$ cat src/rtl/pcs_pkg.sv
package pcs_pkg;
  localparam int REG_W = 32;
  localparam int IDX_W = 5;
  localparam int ENT_W = IDX_W + 1;

  typedef logic [REG_W-1:0] reg_t;
  typedef logic [IDX_W-1:0] idx_t;

  typedef struct packed {
    logic has_rst;
    idx_t rst_bit;
  } map_ent_t;

  typedef enum logic [2:0] {
    SQ_IDLE,
    SQ_HOLD,
    SQ_UNGATE,
    SQ_SETTLE,
    SQ_RELEASE
  } seq_st_t;

  // Default gate-to-reset pairing; entries without has_rst mean no reset line.
  function automatic logic [REG_W*ENT_W-1:0] default_rst_map();
    logic [REG_W*ENT_W-1:0] m;
    map_ent_t e;
    m = '0;
    for (int g = 0; g < REG_W; g++) begin
      case (g)
        1:       e = '{has_rst: 1'b1, rst_bit: idx_t'(7)};
        4:       e = '{has_rst: 1'b1, rst_bit: idx_t'(10)};
        14:      e = '{has_rst: 1'b1, rst_bit: idx_t'(14)};
        20:      e = '{has_rst: 1'b1, rst_bit: idx_t'(11)};
        default: e = '{has_rst: 1'b0, rst_bit: '0};
      endcase
      m[g*ENT_W +: ENT_W] = e;
    end
    return m;
  endfunction

  function automatic map_ent_t lookup_ent(logic [REG_W*ENT_W-1:0] m, idx_t g);
    return map_ent_t'(m[int'(g)*ENT_W +: ENT_W]);
  endfunction

  // Running-clock view of the stop word: inverted bits run when set.
  function automatic reg_t stop_to_running(reg_t stop, reg_t inv);
    return stop ^ ~inv;
  endfunction

  // Stop-bit value that makes a gate run.
  function automatic logic run_value(reg_t inv, idx_t g);
    return inv[g];
  endfunction

  function automatic reg_t one_hot(idx_t g);
    return reg_t'(1) << g;
  endfunction
endpackage

$ cat src/rtl/pcs_seq.sv
module pcs_seq
  import pcs_pkg::*;
#(
  parameter int SETTLE_CYCLES = 1000000,
  parameter logic [REG_W*ENT_W-1:0] RST_MAP = default_rst_map()
) (
  input  logic clk,
  input  logic rst_n,
  input  logic req_valid,
  input  idx_t req_idx,
  output logic req_ready,
  output logic busy,
  output logic done,
  output idx_t gidx,
  output idx_t ridx,
  output logic has_rst,
  output logic act_hold,
  output logic act_ungate,
  output logic act_release
);
  localparam int CNT_W = $clog2(SETTLE_CYCLES + 1);
  localparam logic [CNT_W-1:0] CNT_LAST = CNT_W'(SETTLE_CYCLES - 1);

  seq_st_t          st_q;
  logic [CNT_W-1:0] cnt_q;
  map_ent_t         ent_q;
  idx_t             gidx_q;
  logic             done_q;
  logic             accept;

  assign busy        = (st_q != SQ_IDLE);
  assign req_ready   = !busy;
  assign accept      = req_valid && req_ready;
  assign act_hold    = (st_q == SQ_HOLD);
  assign act_ungate  = (st_q == SQ_UNGATE);
  assign act_release = (st_q == SQ_RELEASE);
  assign gidx        = gidx_q;
  assign ridx        = ent_q.rst_bit;
  assign has_rst     = ent_q.has_rst;
  assign done        = done_q;

  always_ff @(posedge clk or negedge rst_n) begin
    if (!rst_n) begin
      st_q   <= SQ_IDLE;
      cnt_q  <= '0;
      ent_q  <= '0;
      gidx_q <= '0;
      done_q <= 1'b0;
    end else begin
      done_q <= (act_ungate && !ent_q.has_rst) || act_release;
      case (st_q)
        SQ_IDLE: begin
          if (accept) begin
            gidx_q <= req_idx;
            ent_q  <= lookup_ent(RST_MAP, req_idx);
            st_q   <= lookup_ent(RST_MAP, req_idx).has_rst ? SQ_HOLD : SQ_UNGATE;
          end
        end
        SQ_HOLD:   st_q <= SQ_UNGATE;
        SQ_UNGATE: begin
          if (ent_q.has_rst) begin
            st_q  <= SQ_SETTLE;
            cnt_q <= '0;
          end else begin
            st_q <= SQ_IDLE;
          end
        end
        SQ_SETTLE: begin
          if (cnt_q == CNT_LAST) st_q <= SQ_RELEASE;
          else                   cnt_q <= cnt_q + 1'b1;
        end
        SQ_RELEASE: st_q <= SQ_IDLE;
        default:    st_q <= SQ_IDLE;
      endcase
    end
  end
endmodule

$ cat src/rtl/pcs_regs.sv
module pcs_regs
  import pcs_pkg::*;
#(
  parameter reg_t INV_MASK = 32'h0000_4000,
  parameter reg_t RST_INIT = '0
) (
  input  logic clk,
  input  logic rst_n,
  input  logic sw_rst_wr,
  input  logic sw_stop_wr,
  input  reg_t wdata,
  input  logic busy,
  input  idx_t gidx,
  input  idx_t ridx,
  input  logic has_rst,
  input  logic act_hold,
  input  logic act_ungate,
  input  logic act_release,
  output reg_t rstctl,
  output reg_t cstop
);
  localparam reg_t STOP_INIT = ~INV_MASK;

  reg_t rstctl_q, cstop_q, rst_nx, stop_nx;
  reg_t lock_stop, lock_rst;

  always_comb begin
    lock_stop = busy ? one_hot(gidx) : '0;
    lock_rst  = (busy && has_rst) ? one_hot(ridx) : '0;

    stop_nx = cstop_q;
    if (sw_stop_wr) stop_nx = (wdata & ~lock_stop) | (cstop_q & lock_stop);
    if (act_ungate) stop_nx[gidx] = run_value(INV_MASK, gidx);

    rst_nx = rstctl_q;
    if (sw_rst_wr) rst_nx = (wdata & ~lock_rst) | (rstctl_q & lock_rst);
    if (act_hold)    rst_nx[ridx] = 1'b1;
    if (act_release) rst_nx[ridx] = 1'b0;
  end

  always_ff @(posedge clk or negedge rst_n) begin
    if (!rst_n) begin
      rstctl_q <= RST_INIT;
      cstop_q  <= STOP_INIT;
    end else begin
      rstctl_q <= rst_nx;
      cstop_q  <= stop_nx;
    end
  end

  assign rstctl = rstctl_q;
  assign cstop  = cstop_q;
endmodule

$ cat src/rtl/pcs_bus.sv
module pcs_bus
  import pcs_pkg::*;
#(
  parameter int ADDR_W = 8,
  parameter logic [ADDR_W-1:0] RSTCTL_OFS = 8'h04,
  parameter logic [ADDR_W-1:0] CSTOP_OFS  = 8'h0C,
  parameter logic [ADDR_W-1:0] RUN_OFS    = 8'h10
) (
  input  logic              clk,
  input  logic              rst_n,
  input  logic              reg_valid,
  input  logic              reg_write,
  input  logic [ADDR_W-1:0] reg_addr,
  input  reg_t              reg_wdata,
  input  reg_t              rstctl,
  input  reg_t              cstop,
  input  reg_t              running,
  output logic              sw_rst_wr,
  output logic              sw_stop_wr,
  output reg_t              wdata,
  output logic              rd_valid,
  output reg_t              rd_data
);
  logic rd_acc;
  reg_t rd_mux;
  logic rd_valid_q;
  reg_t rd_data_q;

  assign sw_rst_wr  = reg_valid && reg_write && (reg_addr == RSTCTL_OFS);
  assign sw_stop_wr = reg_valid && reg_write && (reg_addr == CSTOP_OFS);
  assign wdata      = reg_wdata;
  assign rd_acc     = reg_valid && !reg_write;

  always_comb begin
    case (reg_addr)
      RSTCTL_OFS: rd_mux = rstctl;
      CSTOP_OFS:  rd_mux = cstop;
      RUN_OFS:    rd_mux = running;
      default:    rd_mux = '0;
    endcase
  end

  always_ff @(posedge clk or negedge rst_n) begin
    if (!rst_n) begin
      rd_valid_q <= 1'b0;
      rd_data_q  <= '0;
    end else begin
      rd_valid_q <= rd_acc;
      if (rd_acc) rd_data_q <= rd_mux;
    end
  end

  assign rd_valid = rd_valid_q;
  assign rd_data  = rd_data_q;
endmodule

$ cat src/rtl/periph_clk_seq.sv
module periph_clk_seq
  import pcs_pkg::*;
#(
  parameter int   CLK_HZ        = 100000000,
  parameter int   SETTLE_CYCLES = CLK_HZ / 100,
  parameter reg_t INV_MASK      = 32'h0000_4000,
  parameter reg_t RST_INIT      = '0,
  parameter logic [REG_W*ENT_W-1:0] RST_MAP = default_rst_map(),
  parameter int   ADDR_W        = 8,
  parameter logic [ADDR_W-1:0] RSTCTL_OFS = 8'h04,
  parameter logic [ADDR_W-1:0] CSTOP_OFS  = 8'h0C,
  parameter logic [ADDR_W-1:0] RUN_OFS    = 8'h10
) (
  input  logic              clk,
  input  logic              rst_n,
  input  logic              reg_valid,
  output logic              reg_ready,
  input  logic              reg_write,
  input  logic [ADDR_W-1:0] reg_addr,
  input  logic [REG_W-1:0]  reg_wdata,
  output logic              rd_valid,
  output logic [REG_W-1:0]  rd_data,
  input  logic              en_req_valid,
  output logic              en_req_ready,
  input  logic [IDX_W-1:0]  en_req_idx,
  output logic [REG_W-1:0]  clk_en,
  output logic [REG_W-1:0]  periph_rst,
  output logic              seq_busy,
  output logic              seq_done
);
  // Internal events, named for the checker.
  idx_t seq_gidx, seq_ridx;
  logic seq_has_rst, seq_hold_evt, seq_ungate_evt, seq_release_evt;
  logic sw_rst_wr, sw_stop_wr;
  reg_t wdata, rstctl, cstop, running;

  assign reg_ready  = 1'b1;
  assign running    = stop_to_running(cstop, INV_MASK);
  assign clk_en     = running;
  assign periph_rst = rstctl;

  pcs_seq #(
    .SETTLE_CYCLES(SETTLE_CYCLES),
    .RST_MAP      (RST_MAP)
  ) u_seq (
    .clk        (clk),
    .rst_n      (rst_n),
    .req_valid  (en_req_valid),
    .req_idx    (en_req_idx),
    .req_ready  (en_req_ready),
    .busy       (seq_busy),
    .done       (seq_done),
    .gidx       (seq_gidx),
    .ridx       (seq_ridx),
    .has_rst    (seq_has_rst),
    .act_hold   (seq_hold_evt),
    .act_ungate (seq_ungate_evt),
    .act_release(seq_release_evt)
  );

  pcs_regs #(
    .INV_MASK(INV_MASK),
    .RST_INIT(RST_INIT)
  ) u_regs (
    .clk        (clk),
    .rst_n      (rst_n),
    .sw_rst_wr  (sw_rst_wr),
    .sw_stop_wr (sw_stop_wr),
    .wdata      (wdata),
    .busy       (seq_busy),
    .gidx       (seq_gidx),
    .ridx       (seq_ridx),
    .has_rst    (seq_has_rst),
    .act_hold   (seq_hold_evt),
    .act_ungate (seq_ungate_evt),
    .act_release(seq_release_evt),
    .rstctl     (rstctl),
    .cstop      (cstop)
  );

  pcs_bus #(
    .ADDR_W    (ADDR_W),
    .RSTCTL_OFS(RSTCTL_OFS),
    .CSTOP_OFS (CSTOP_OFS),
    .RUN_OFS   (RUN_OFS)
  ) u_bus (
    .clk       (clk),
    .rst_n     (rst_n),
    .reg_valid (reg_valid),
    .reg_write (reg_write),
    .reg_addr  (reg_addr),
    .reg_wdata (reg_wdata),
    .rstctl    (rstctl),
    .cstop     (cstop),
    .running   (running),
    .sw_rst_wr (sw_rst_wr),
    .sw_stop_wr(sw_stop_wr),
    .wdata     (wdata),
    .rd_valid  (rd_valid),
    .rd_data   (rd_data)
  );
endmodule

$ cat config.mk
export PLATFORM = sky130hd
export DESIGN_NAME = periph_clk_seq
export DESIGN_NICKNAME = d
export VERILOG_FILES = /design/src/rtl/pcs_pkg.sv /design/src/rtl/pcs_seq.sv /design/src/rtl/pcs_regs.sv /design/src/rtl/pcs_bus.sv /design/src/rtl/periph_clk_seq.sv
export SDC_FILE = /design/constraint.sdc
export NUM_CORES = 1
export LEC_CHECK = 0
export BUFFER_PORTS_ARGS = -buffer_cell sky130_fd_sc_hd__buf_2
export CELL_PAD_IN_SITES_DETAIL_PLACEMENT = 1
export CELL_PAD_IN_SITES_GLOBAL_PLACEMENT = 2
export CORE_ASPECT_RATIO = 0.9
export CORE_MARGIN = 2
export CORE_UTILIZATION = 29
export CTS_CLUSTER_DIAMETER = 150
export DETAILED_ROUTE_END_ITERATION = 10
export HOLD_SLACK_MARGIN = 0.03
export PLACE_DENSITY_LB_ADDON = 0.15
export SLEW_MARGIN = 20
export SYNTH_ARGS = -nofsm -noshare
export SYNTH_HDL_FRONTEND = slang
export SYNTH_SLANG_ARGS = --single-unit
export TNS_END_PERCENT = 1
$ cat constraint.sdc
create_clock -name clk -period 1.9 [get_ports clk]
set_input_delay 0.285 -clock clk [delete_from_list [all_inputs] [get_ports clk]]
set_output_delay 0.285 -clock clk [all_outputs]
set_load 0.01 [all_outputs]
==> out/summary.md <==
The run gives 6790 as the number of global-route vias before repair. The worst register-to-register path begins at u_seq.cnt_q[0]. The critical path goes through or3_4, buf_4, buf_2. In the finished design, the share of the clock period the worst path needs comes to 100%. The net count of the finished layout is 993. Counting buffers and inverters, the worst setup path is 3 cells deep. The time the final worst path needs with I/O delays and setup works out to 1900 ps.

The first global-routing pass estimated 38900 um of wire. Across all layers, the routed design uses 6452 vias. The share of synthesized cell area in and, or, nand and nor gates is 18.7%. The number of synthesized flops with an enable pin works out to 0. Summed over all nets, the half-perimeter wirelength after detailed placement is 18500 um. Final-report setup violation count: 1. STA classifies the critical path startpoint as a flop. The CTS H-tree depth was 4; the leakage dissipation was 4.00 nW. In the post-synthesis netlist, the biggest area contributors are sky130_fd_sc_hd__dfrtp_1, sky130_fd_sc_hd__dfstp_2, sky130_fd_sc_hd__a21oi_1. The proportion of register bits with asynchronous set or reset after synthesis was 100%.

Clock-pin slew was measured on the worst setup and hold paths at 60 ps. The cell type of the slowest stage on the worst timing path was sky130_fd_sc_hd__or3_4. The ratio of cells with drive above 1 in the final layout was 31.3%; the clock insertion delay at the later pin of the skew report was 430 ps. Across the VDD grid, the largest voltage drop is 602 uV. The final reports fail on negative setup slack. The number of placed cells counting well taps is 1224. The most used flip-flop cell after synthesis is sky130_fd_sc_hd__dfrtp_1.

The tools report the startpoint of the most critical setup path as u_seq.st_q[0]. In this run the remaining antenna-violating nets after routing total 0. Area of the placeable core: 0.0232 mm^2. From bottom edge to top edge, the die measures 149 um. For the arrival time at the worst endpoint, the log shows 1620 ps. For this run, the top clock speed supported by timing is 526 MHz. The portion of synthesized area spent on multiplexers is 5.55%. Counting cells, the worst reg-to-reg path comes to 6. For the required time at the worst-slack endpoint, the log shows 1620 ps.

The synthesized netlist occupies a cell area of 0.00681 mm^2. For the pin with the worst max-slew slack, the measured transition is 554 ps. The kind of capture point of the worst setup path was an output port. The aggregate global routing overflow was 0; the total routing usage reported by global routing was 20.6%. Of all cell types, the one taking the most synthesized area is sky130_fd_sc_hd__dfrtp_1. The first detailed-routing pass ran for 4 iterations. For the weighted congestion reported at the end of routability-driven placement, the log shows 0.778.

Class of the most critical setup path: flop to output port. The clock net in this run drives a total of 130 sinks. For this run, the slowest stage of the critical path takes 430 ps. In this run the clock root is driven by a sky130_fd_sc_hd__clkbuf_16. Summing the sequential cell areas from Yosys gives 48.4% of the chip area. The dominant delay contributor by cell family on the critical path is simple AND/OR/NAND/NOR gates. TritonCTS created 17 clock buffers. Leaving out fill and tap cells, the most frequent cells in the layout are sky130_fd_sc_hd__buf_2, sky130_fd_sc_hd__a21oi_1, sky130_fd_sc_hd__nand2_1, sky130_fd_sc_hd__dfrtp_1, sky130_fd_sc_hd__nor2_1. Counting the fill cells in the layout gives 2727. The detailed-route DRC error count is 0. Setup repair after global routing could not meet its margin everywhere. Leaving out fill and tap cells, the most frequent cell in the layout is sky130_fd_sc_hd__buf_2. Max-cap violations in this run came to 0. The count of port buffers added during placement is 149, and the register-to-register setup slack is 60 ps. The count of final hold-check violations is 0.

The die covers 0.0247 mm^2. Largest net degree at the start of global routing: 41. The mean instance size in the synthesized netlist was 8.86 um^2. The Yosys step of the flow raised 0 warnings. TritonCTS built the clock tree. The portion of synthesized cell area occupied by the leading cell type is 36.4%, and the number of distinct standard cells referenced by the synthesized netlist is 56.

Across the routed clock network, the largest skew measured is 16.2 ps. By area, the combinational part of the netlist is dominated by compound AO/OA/AOI/OAI gates. The tools report the number of antenna violations at the first check in global routing as 0. The number of storage elements in the synthesis netlist was 130; the number of diodes was 0. The signed area change from the synthesized netlist to the final layout is 30.5%, and the final worst setup slack is -1.76 ps. The run finished, with violations left.

The tools report the effective utilization at floorplan as 29.3%. Summing the areas of all fa, ha and maj instances in the mapped netlist gives 0.184% of the synthesized area. Pin placement for this block handled 151 I/O pins.

The area fraction in compound gates after synthesis was 20.2%; the post-synthesis instance total was 768. The run gives 819 as the net count after synthesis. The worst flop-to-flop path endpoint was u_seq.st_q[1]. Worst setup path endpoint: seq_busy. The finished layout holds 1257 standard cells, fillers aside. The power density over cell area came out at 994 mW/mm^2.

The wire length per cell after detailed routing is 19.8 um. The combined buffer and inverter count along the critical path is 2, and the number of standard-cell rows in the floorplan is 53. The number of pins exceeding their max-slew limit in the final report is 0, and the max-slew headroom at the worst pin is 63.0%. Dividing the detail-routed via count by the number of cells gives 5.13. The width of the die works out to 166 um. The run gives 24900 um as the final wirelength. The highest net fanout along the worst path was 9; the violation count after the first detailed-route iteration was 357.

Buffer levels on the longest clock path: 2. The classification of the worst-slack hold path was input pin to flop. Hold is met by 87.6 ps. Of the total synthesized cell area, the portion taken by XOR and XNOR cells is 1.67%.
-- worst min-delay path by stage --
stage,from,to,slack (ps),cells past startpoint
2_1_floorplan,rst_n,asynchronous set/reset pin,-10,0
3_3_place_gp,rst_n,u_regs.rstctl[4],230,1
3_5_place_dp,rst_n,u_regs.rstctl[4],240,1
4_1_cts,reg_wdata[22],flop,70,3
5_1_grt,reg_wdata[23],flop,80,3
6_report,reg_wdata[22],flop,90,3
-- where the power goes --
group          internal [W]  switching (W)
Clock               0.00185        0.00134
Combinational      0.000839        0.00140
Sequential          0.00303       0.000372
-- synth_stat cells (all sizes together) (4+ instances only) --
cell	n
nand2	105
nand4	7
o21ai	41
nor2b	5
nor3b	6
nand2b	5
o211ai	4
dfstp	31
clkbuf	38
a32oi	4
a21oi	124
nor3	9
nor2	76
xor2	8
mux2	6
nor4b	6
xnor2	5
mux2i	31
and3	4
nor4bb	4
and3b	4
inv	38
buf	14
dfrtp	99
nand3	11
a221oi	8
a22oi	45
-- worst register-to-register path, stage by stage, from the launching register on --
cell	delay (ps)
sky130_fd_sc_hd__dfrtp_1	390
sky130_fd_sc_hd__ha_4	170
sky130_fd_sc_hd__nand3_4	90
sky130_fd_sc_hd__or4b_4	530
sky130_fd_sc_hd__o21ai_4	200
sky130_fd_sc_hd__nand2_2	60
sky130_fd_sc_hd__a311o_1	270
-- timing repair --
item | CTS | global route
hold buffers | 1 | 0
hold endpoints to repair | 9 | 0
buffers inserted | 0 | 0
gates cloned | 0 | 0
pin swaps | 1 | 1
gates resized for setup | 2 | 14
endpoints found under the setup margin | 10 | 37
-- cells by family (layout without fill, tap and decap cells) --
kind of cell             count (synthesis)  count (layout)
AND/OR/NAND/NOR                        262             262
AO/OA/AOI/OAI                          234             234
flip-flops                             130             130
buffers and inverters                   90             277
multiplexers                            37              37
XOR/XNOR                                13              13
adder cells (fa/ha/maj)                  1               1
other                                    1               1
-- stage by stage --
stage	setup slack (ps)	utilization [%]	setup TNS [ps]	area, um^2	power [W]
4_1_cts	-2.36	38.0	-2.36	8820	0.00887
2_1_floorplan	45.1	-	0	6810	0.00448
6_report	-1.76	38.3	-1.76	8890	0.00883
3_3_place_gp	35.7	35.5	0	8230	0.00549
3_5_place_dp	-27.2	35.5	-65.2	8230	0.00558
5_1_grt	-52.0	38.3	-78.9	8890	0.00936
-- cell type report --
type                    count  area [um^2]  share of cell area [%]
clock buffers              18          439                    4.94
clock inverters            14          130                    1.46
inverters                  38          145                    1.63
multi-input cells         548         3230                    36.4
flip-flops and latches    130         3290                    37.1
well taps                 302          378                    4.25
repair buffers            207         1260                    14.2
-- per-layer routing --
metal	global-route usage, %	wire, um	vias up
met5	0	0	-
li1	-	-	3047
met3	4.34	1150	25
met4	5.43	397	0
met2	33.4	12100	149
met1	28.0	11200	3231
Note: power is estimated with default switching activity, not from simulation.
